### config.mk
export PLATFORM = sky130hd
export DESIGN_NAME = scan_proto_seq
export DESIGN_NICKNAME = d
export VERILOG_FILES = /design/src/rtl/scan_seq_pkg.sv /design/src/rtl/scan_phase_fsm.sv /design/src/rtl/scan_clk_gate.sv /design/src/rtl/scan_data_path.sv /design/src/rtl/scan_proto_seq.sv
export SDC_FILE = /design/constraint.sdc
export NUM_CORES = 1
export LEC_CHECK = 0
export CORE_MARGIN = 5
export CORE_UTILIZATION = 47
export DETAILED_ROUTE_END_ITERATION = 16
export DONT_BUFFER_PORTS = 1
export PLACE_DENSITY = 0.68
export SYNTH_ARGS = -nofsm -noshare
export SYNTH_HDL_FRONTEND = slang
export SYNTH_SLANG_ARGS = --single-unit
### constraint.sdc
create_clock -name clk_i -period 3 [get_ports clk_i]
set_input_delay 0.6 -clock clk_i [delete_from_list [all_inputs] [get_ports clk_i]]
set_output_delay 0.6 -clock clk_i [all_outputs]
set_load 0.01 [all_outputs]
### src/rtl/scan_seq_pkg.sv
package scan_seq_pkg;
  typedef enum logic [2:0] {
    PH_IDLE,
    PH_SHIFT,
    PH_MEAS,
    PH_CAPT,
    PH_STRB
  } phase_e;
endpackage

### src/rtl/scan_phase_fsm.sv
module scan_phase_fsm
  import scan_seq_pkg::*;
#(
  parameter int CHAIN_LEN = 8,
  parameter int NUM_PAT   = 16,
  localparam int CW = $clog2(CHAIN_LEN),
  localparam int PW = $clog2(NUM_PAT + 1)
) (
  input  logic          clk_i,
  input  logic          rst_ni,
  input  logic          start_i,
  output phase_e        phase_o,
  output logic [CW-1:0] idx_o,
  output logic          first_o,
  output logic          seq_done_o
);
  localparam logic [CW-1:0] LAST = CW'(CHAIN_LEN - 1);
  localparam logic [PW-1:0] FINAL = PW'(NUM_PAT - 1);

  phase_e        phase_q;
  logic [CW-1:0] idx_q;
  logic [PW-1:0] pat_q;
  logic          fin_q;

  always_ff @(posedge clk_i or negedge rst_ni) begin
    if (!rst_ni) begin
      phase_q <= PH_IDLE;
      idx_q   <= '0;
      pat_q   <= '0;
      fin_q   <= 1'b0;
    end else begin
      unique case (phase_q)
        PH_IDLE: if (start_i && !fin_q) begin
          phase_q <= PH_SHIFT;
          idx_q   <= '0;
        end
        PH_SHIFT: begin
          if (idx_q == LAST) phase_q <= PH_MEAS;
          else idx_q <= idx_q + 1'b1;
        end
        PH_MEAS: phase_q <= PH_CAPT;
        PH_CAPT: phase_q <= PH_STRB;
        PH_STRB: begin
          phase_q <= PH_IDLE;
          pat_q   <= pat_q + 1'b1;
          if (pat_q == FINAL) fin_q <= 1'b1;
        end
        default: phase_q <= PH_IDLE;
      endcase
    end
  end

  assign phase_o    = phase_q;
  assign idx_o      = idx_q;
  assign first_o    = (pat_q == '0);
  assign seq_done_o = fin_q;
endmodule

### src/rtl/scan_clk_gate.sv
module scan_clk_gate (
  input  logic clk_i,
  input  logic rst_ni,
  input  logic pulse_en_i,
  output logic tck_o
);
  logic gate_q;

  // enable settles while clk is low; pulse lands on the edge closing the cycle
  always_ff @(negedge clk_i or negedge rst_ni) begin
    if (!rst_ni) gate_q <= 1'b0;
    else         gate_q <= pulse_en_i;
  end

  assign tck_o = clk_i & gate_q;
endmodule

### src/rtl/scan_data_path.sv
module scan_data_path
  import scan_seq_pkg::*;
#(
  parameter int CHAIN_LEN = 8,
  localparam int CW = $clog2(CHAIN_LEN)
) (
  input  logic                 clk_i,
  input  logic                 rst_ni,
  input  logic                 load_i,
  input  logic [CHAIN_LEN-1:0] load_pat_i,
  input  logic [CHAIN_LEN-1:0] load_exp_i,
  input  phase_e               phase_i,
  input  logic [CW-1:0]        idx_i,
  input  logic                 first_i,
  input  logic                 scan_out_i,
  output logic                 scan_in_o,
  output logic                 cmp_valid_o,
  output logic                 cmp_mask_o,
  output logic                 cmp_exp_o,
  output logic                 fail_o
);
  localparam logic [CW-1:0] LAST = CW'(CHAIN_LEN - 1);

  logic [CHAIN_LEN-1:0] pat_q, exp_q, prev_q;
  logic                 fail_q;
  logic [CW-1:0]        sel;

  assign sel = LAST - idx_i;

  always_ff @(posedge clk_i or negedge rst_ni) begin
    if (!rst_ni) begin
      pat_q  <= '0;
      exp_q  <= '0;
      prev_q <= '0;
    end else begin
      if (load_i && phase_i == PH_IDLE) begin
        pat_q <= load_pat_i;
        exp_q <= load_exp_i;
      end
      // response of this pattern drains during the next shift
      if (phase_i == PH_STRB) prev_q <= exp_q;
    end
  end

  always_comb begin
    scan_in_o   = 1'b0;
    cmp_valid_o = 1'b0;
    cmp_mask_o  = 1'b0;
    cmp_exp_o   = 1'b0;
    if (phase_i == PH_SHIFT) begin
      scan_in_o   = pat_q[sel];
      cmp_valid_o = 1'b1;
      cmp_mask_o  = first_i || (idx_i == LAST);
      cmp_exp_o   = cmp_mask_o ? 1'b0 : prev_q[sel];
    end else if (phase_i == PH_STRB) begin
      cmp_valid_o = 1'b1;
      cmp_exp_o   = exp_q[CHAIN_LEN-1];
    end
  end

  always_ff @(posedge clk_i or negedge rst_ni) begin
    if (!rst_ni) fail_q <= 1'b0;
    else if (cmp_valid_o && !cmp_mask_o && (scan_out_i != cmp_exp_o)) fail_q <= 1'b1;
  end

  assign fail_o = fail_q;
endmodule

### src/rtl/scan_proto_seq.sv
module scan_proto_seq
  import scan_seq_pkg::*;
#(
  parameter int CHAIN_LEN = 8,
  parameter int NUM_PAT   = 16
) (
  input  logic                 clk_i,
  input  logic                 rst_ni,
  input  logic                 start_i,
  input  logic                 load_i,
  input  logic [CHAIN_LEN-1:0] load_pat_i,
  input  logic [CHAIN_LEN-1:0] load_exp_i,
  input  logic                 scan_out_i,
  output logic                 scan_en_o,
  output logic                 tck_o,
  output logic                 scan_in_o,
  output logic                 cmp_valid_o,
  output logic                 cmp_mask_o,
  output logic                 cmp_exp_o,
  output logic                 fail_o,
  output logic                 done_o,
  output logic                 seq_done_o
);
  localparam int CW = $clog2(CHAIN_LEN);

  phase_e        phase;
  logic [CW-1:0] idx;
  logic          first;

  scan_phase_fsm #(.CHAIN_LEN(CHAIN_LEN), .NUM_PAT(NUM_PAT)) u_fsm (
    .clk_i      (clk_i),
    .rst_ni     (rst_ni),
    .start_i    (start_i),
    .phase_o    (phase),
    .idx_o      (idx),
    .first_o    (first),
    .seq_done_o (seq_done_o)
  );

  scan_clk_gate u_gate (
    .clk_i      (clk_i),
    .rst_ni     (rst_ni),
    .pulse_en_i (phase == PH_SHIFT || phase == PH_CAPT),
    .tck_o      (tck_o)
  );

  scan_data_path #(.CHAIN_LEN(CHAIN_LEN)) u_dp (
    .clk_i       (clk_i),
    .rst_ni      (rst_ni),
    .load_i      (load_i),
    .load_pat_i  (load_pat_i),
    .load_exp_i  (load_exp_i),
    .phase_i     (phase),
    .idx_i       (idx),
    .first_i     (first),
    .scan_out_i  (scan_out_i),
    .scan_in_o   (scan_in_o),
    .cmp_valid_o (cmp_valid_o),
    .cmp_mask_o  (cmp_mask_o),
    .cmp_exp_o   (cmp_exp_o),
    .fail_o      (fail_o)
  );

  assign scan_en_o = (phase == PH_SHIFT);
  assign done_o    = (phase == PH_STRB);
endmodule

==> impl_metrics.ini <==
[floorplan]
rows = 22
start_util_pct = 48.7
die_h_microns = 71.6
core_sq_um = 3660
dieArea_sq_um = 5130
die_x_microns = 71.6
io_pins = 30

[synthesis]
ys_warn_count = 0
synth_seq_area_share_pct = 53.3
yosysTopAreaCellShare_pct = 51.9
synth_most_common_cell = dfrtp_1
synthArstFlopShare_pct = 100
synthFlopType = dfrtp_1
syn_inst = 135
yosys-top-cells-count = 37 x dfrtp_1, 23 x mux2_2
yosys.area.top_type = dfrtp_1
ys_ff_latch = 38
synthTopCellsByArea = dfrtp_1 52%, mux2_2 15%, mux4_2 3.8%, ha_1 3.5%, buf_6 1.9%
avgSynthCellArea_sq_um = 13.2
synthDistinctLibCells = 38
synth_edf_count = 0
syn_nets = 161
synth_area_sq_um = 1780

[finish]
layout-drive-gt1-share_pct = 34.3
final_cells = 191
multiInputGateArea_sq_um = 764
fillers = 327
syn_to_final_growth_pct = 11.1
fin_area_sq_um = 1980
layout.nets = 168
ff_latch_area_sq_um = 951
antennaDiodeCount = 0

[timing]
rsz0062_at_grt = true
whs_ps = 32.8
slew_viol_final = 0
hold_viol_final = 0
relSlewSlack_pct = 53.3
tns_ps = -35.8
setup_slack_ps = -35.8
worstMarginPinSlew_ps = 695
finalSetupViolCount = 2
finalClockSkew_ps = 20.8

[drt]
ant_nets = 0
vias = 1040
firstDrtPassIters = 4
drc = 0
via_per_inst = 5.45
drt_iter0_markers = 31
wl_per_cell_microns = 16.5
finalWirelength_mm = 3.15

[clock_network]
clock_latency_ps = 410
tritoncts = built
clk_pin_slew_ps = 70

[power_and_ir_drop]
p_leak_nw = 0.888
vdd_ir_drop_max_mv = 0.611
powerDensity_nw_per_um2 = 1100

[grt]
grt.overflow.total = 0
antenna_found_initial = 0
grt_max_degree = 38
grt_use_total_pct = 14.4
grt_pass1_vias = 1134
grt_pass1_wl_mm = 5.38

[placed_design]
numPortBuffers = 0
dp_cells = 179
gp_congestion = 0.783
place_area_sq_um = 1810
hpwl_mm = 2.25

[setup_path]
critPathRequiredTime_ps = 2400
critPathKind = reg -> out
worst-path-max-fanout = 1
r2r_cells = 2
worstPathCellList = and2_4
critical_path.top_delay_family = flip-flops
timing.rr.start = u_fsm.phase_o[0]
end_kind = primary output
path_buf_inv = 0
cp_slowest_cell = dfrtn_1
slowest_delay_ps = 380
r2r-end = u_gate.gate_q
ff2ff_setup_slack_ps = 720
arrival_ps = 2440
setup.worst_path.start_class = flip-flop

[hold_path]
hold_path_class = in -> async

[status]
violations = negative setup slack
status = finished with violations

[job]
cap_violations = 0
-- timing repair --
| item | in CTS | in global routing |
|---|---|---|
| hold buffers | 1 | 0 |
| buffers inserted | 0 | 0 |
| resized for setup | 1 | 0 |
| hold endpoints to repair | 37 | 0 |
| endpoints found under the setup margin | 2 | 3 |
-- through the flow --
| step | total power [mW] | utilization, % | setup WS (ps) |
|---|---|---|---|
| 2_1_floorplan | 1.52 | - | 391 |
| 3_3_place_gp | 1.61 | 49.5 | 387 |
| 3_5_place_dp | 1.66 | 49.5 | 389 |
| 4_1_cts | 2.21 | 54.2 | -45.8 |
| 5_1_grt | 2.34 | 54.2 | -60.5 |
| 6_report | 2.18 | 54.2 | -35.8 |
-- area by class of cell --
cell class / count / share of cell area [%]
clock inverters: 3 / 2.02
repair buffers: 3 / 1.77
clock buffers: 8 / 5.55
inverters: 6 / 1.14
well taps: 48 / 3.03
flip-flops and latches: 38 / 47.9
multi-input cells: 85 / 38.5
-- how the worst max path moves through the flow --
| stage | start | to | slack (ps) | cells after the start |
|---|---|---|---|---|
| after floorplan | u_gate.gate_q | tck_o | 390 | 1 |
| after global placement | u_gate.gate_q | tck_o | 390 | 1 |
| after detailed placement | u_gate.gate_q | tck_o | 390 | 1 |
| after CTS | u_gate.gate_q | tck_o | -50 | 1 |
| after global routing | u_gate.gate_q | tck_o | -60 | 1 |
| final | u_gate.gate_q | tck_o | -40 | 1 |
-- state kept, by name, indices dropped and copies added (netlist names) --
signal / cells
u_fsm.idx_o: 3
u_dp.exp_q: 8
u_gate.gate_q: 1
u_dp.fail_o: 1
u_dp.pat_q: 8
u_fsm.phase_o: 3
u_fsm.pat_q: 5
u_fsm.seq_done_o: 1
u_dp.prev_q: 8
-- cells by family (layout without fill, tap and decap cells) --
kind of cell | count (synthesis) | count (layout) | synth area share, %
AO/OA/AOI/OAI | 17 | 17 | 6.59
XOR/XNOR | 3 | 3 | 1.47
adder cells (fa/ha/maj) | 5 | 5 | 3.51
buffers and inverters | 12 | 20 | 4.00
flip-flops | 38 | 38 | 53.3
multiplexers | 29 | 29 | 20.0
AND/OR/NAND/NOR | 31 | 31 | 11.2
-- where the power goes --
part           switching [mW]  internal, mW
Sequential              0.160         0.735
Clock                   0.204         0.345
Combinational           0.324         0.414
-- placed cells by master, fill, tap and decap left out, types with 2 or more instances in the layout --
master    instances
dfrtp_1          37
and3_1            2
nand2_1           5
nor2_1            5
mux2i_1           3
ha_1              5
a21oi_1           2
xnor2_1           3
inv_1             5
nand4_1           2
mux2_2           23
buf_4             2
nor2b_1           4
a22o_1            2
clkbuf_8          8
o21ai_0           5
mux4_2            3
clkinv_2          2
a21o_1            2
-- routing by layer --
| metal | track usage (%) | wire length (microns) | vias up |
|---|---|---|---|
| li1 | - | - | 490 |
| met1 | 17.3 | 1370 | 515 |
| met2 | 20.0 | 1470 | 28 |
| met3 | 7.15 | 246 | 7 |
| met4 | 9.60 | 70 | 0 |
| met5 | 0 | 0 | - |
No activity file was read; power rests on OpenSTA's default activity.
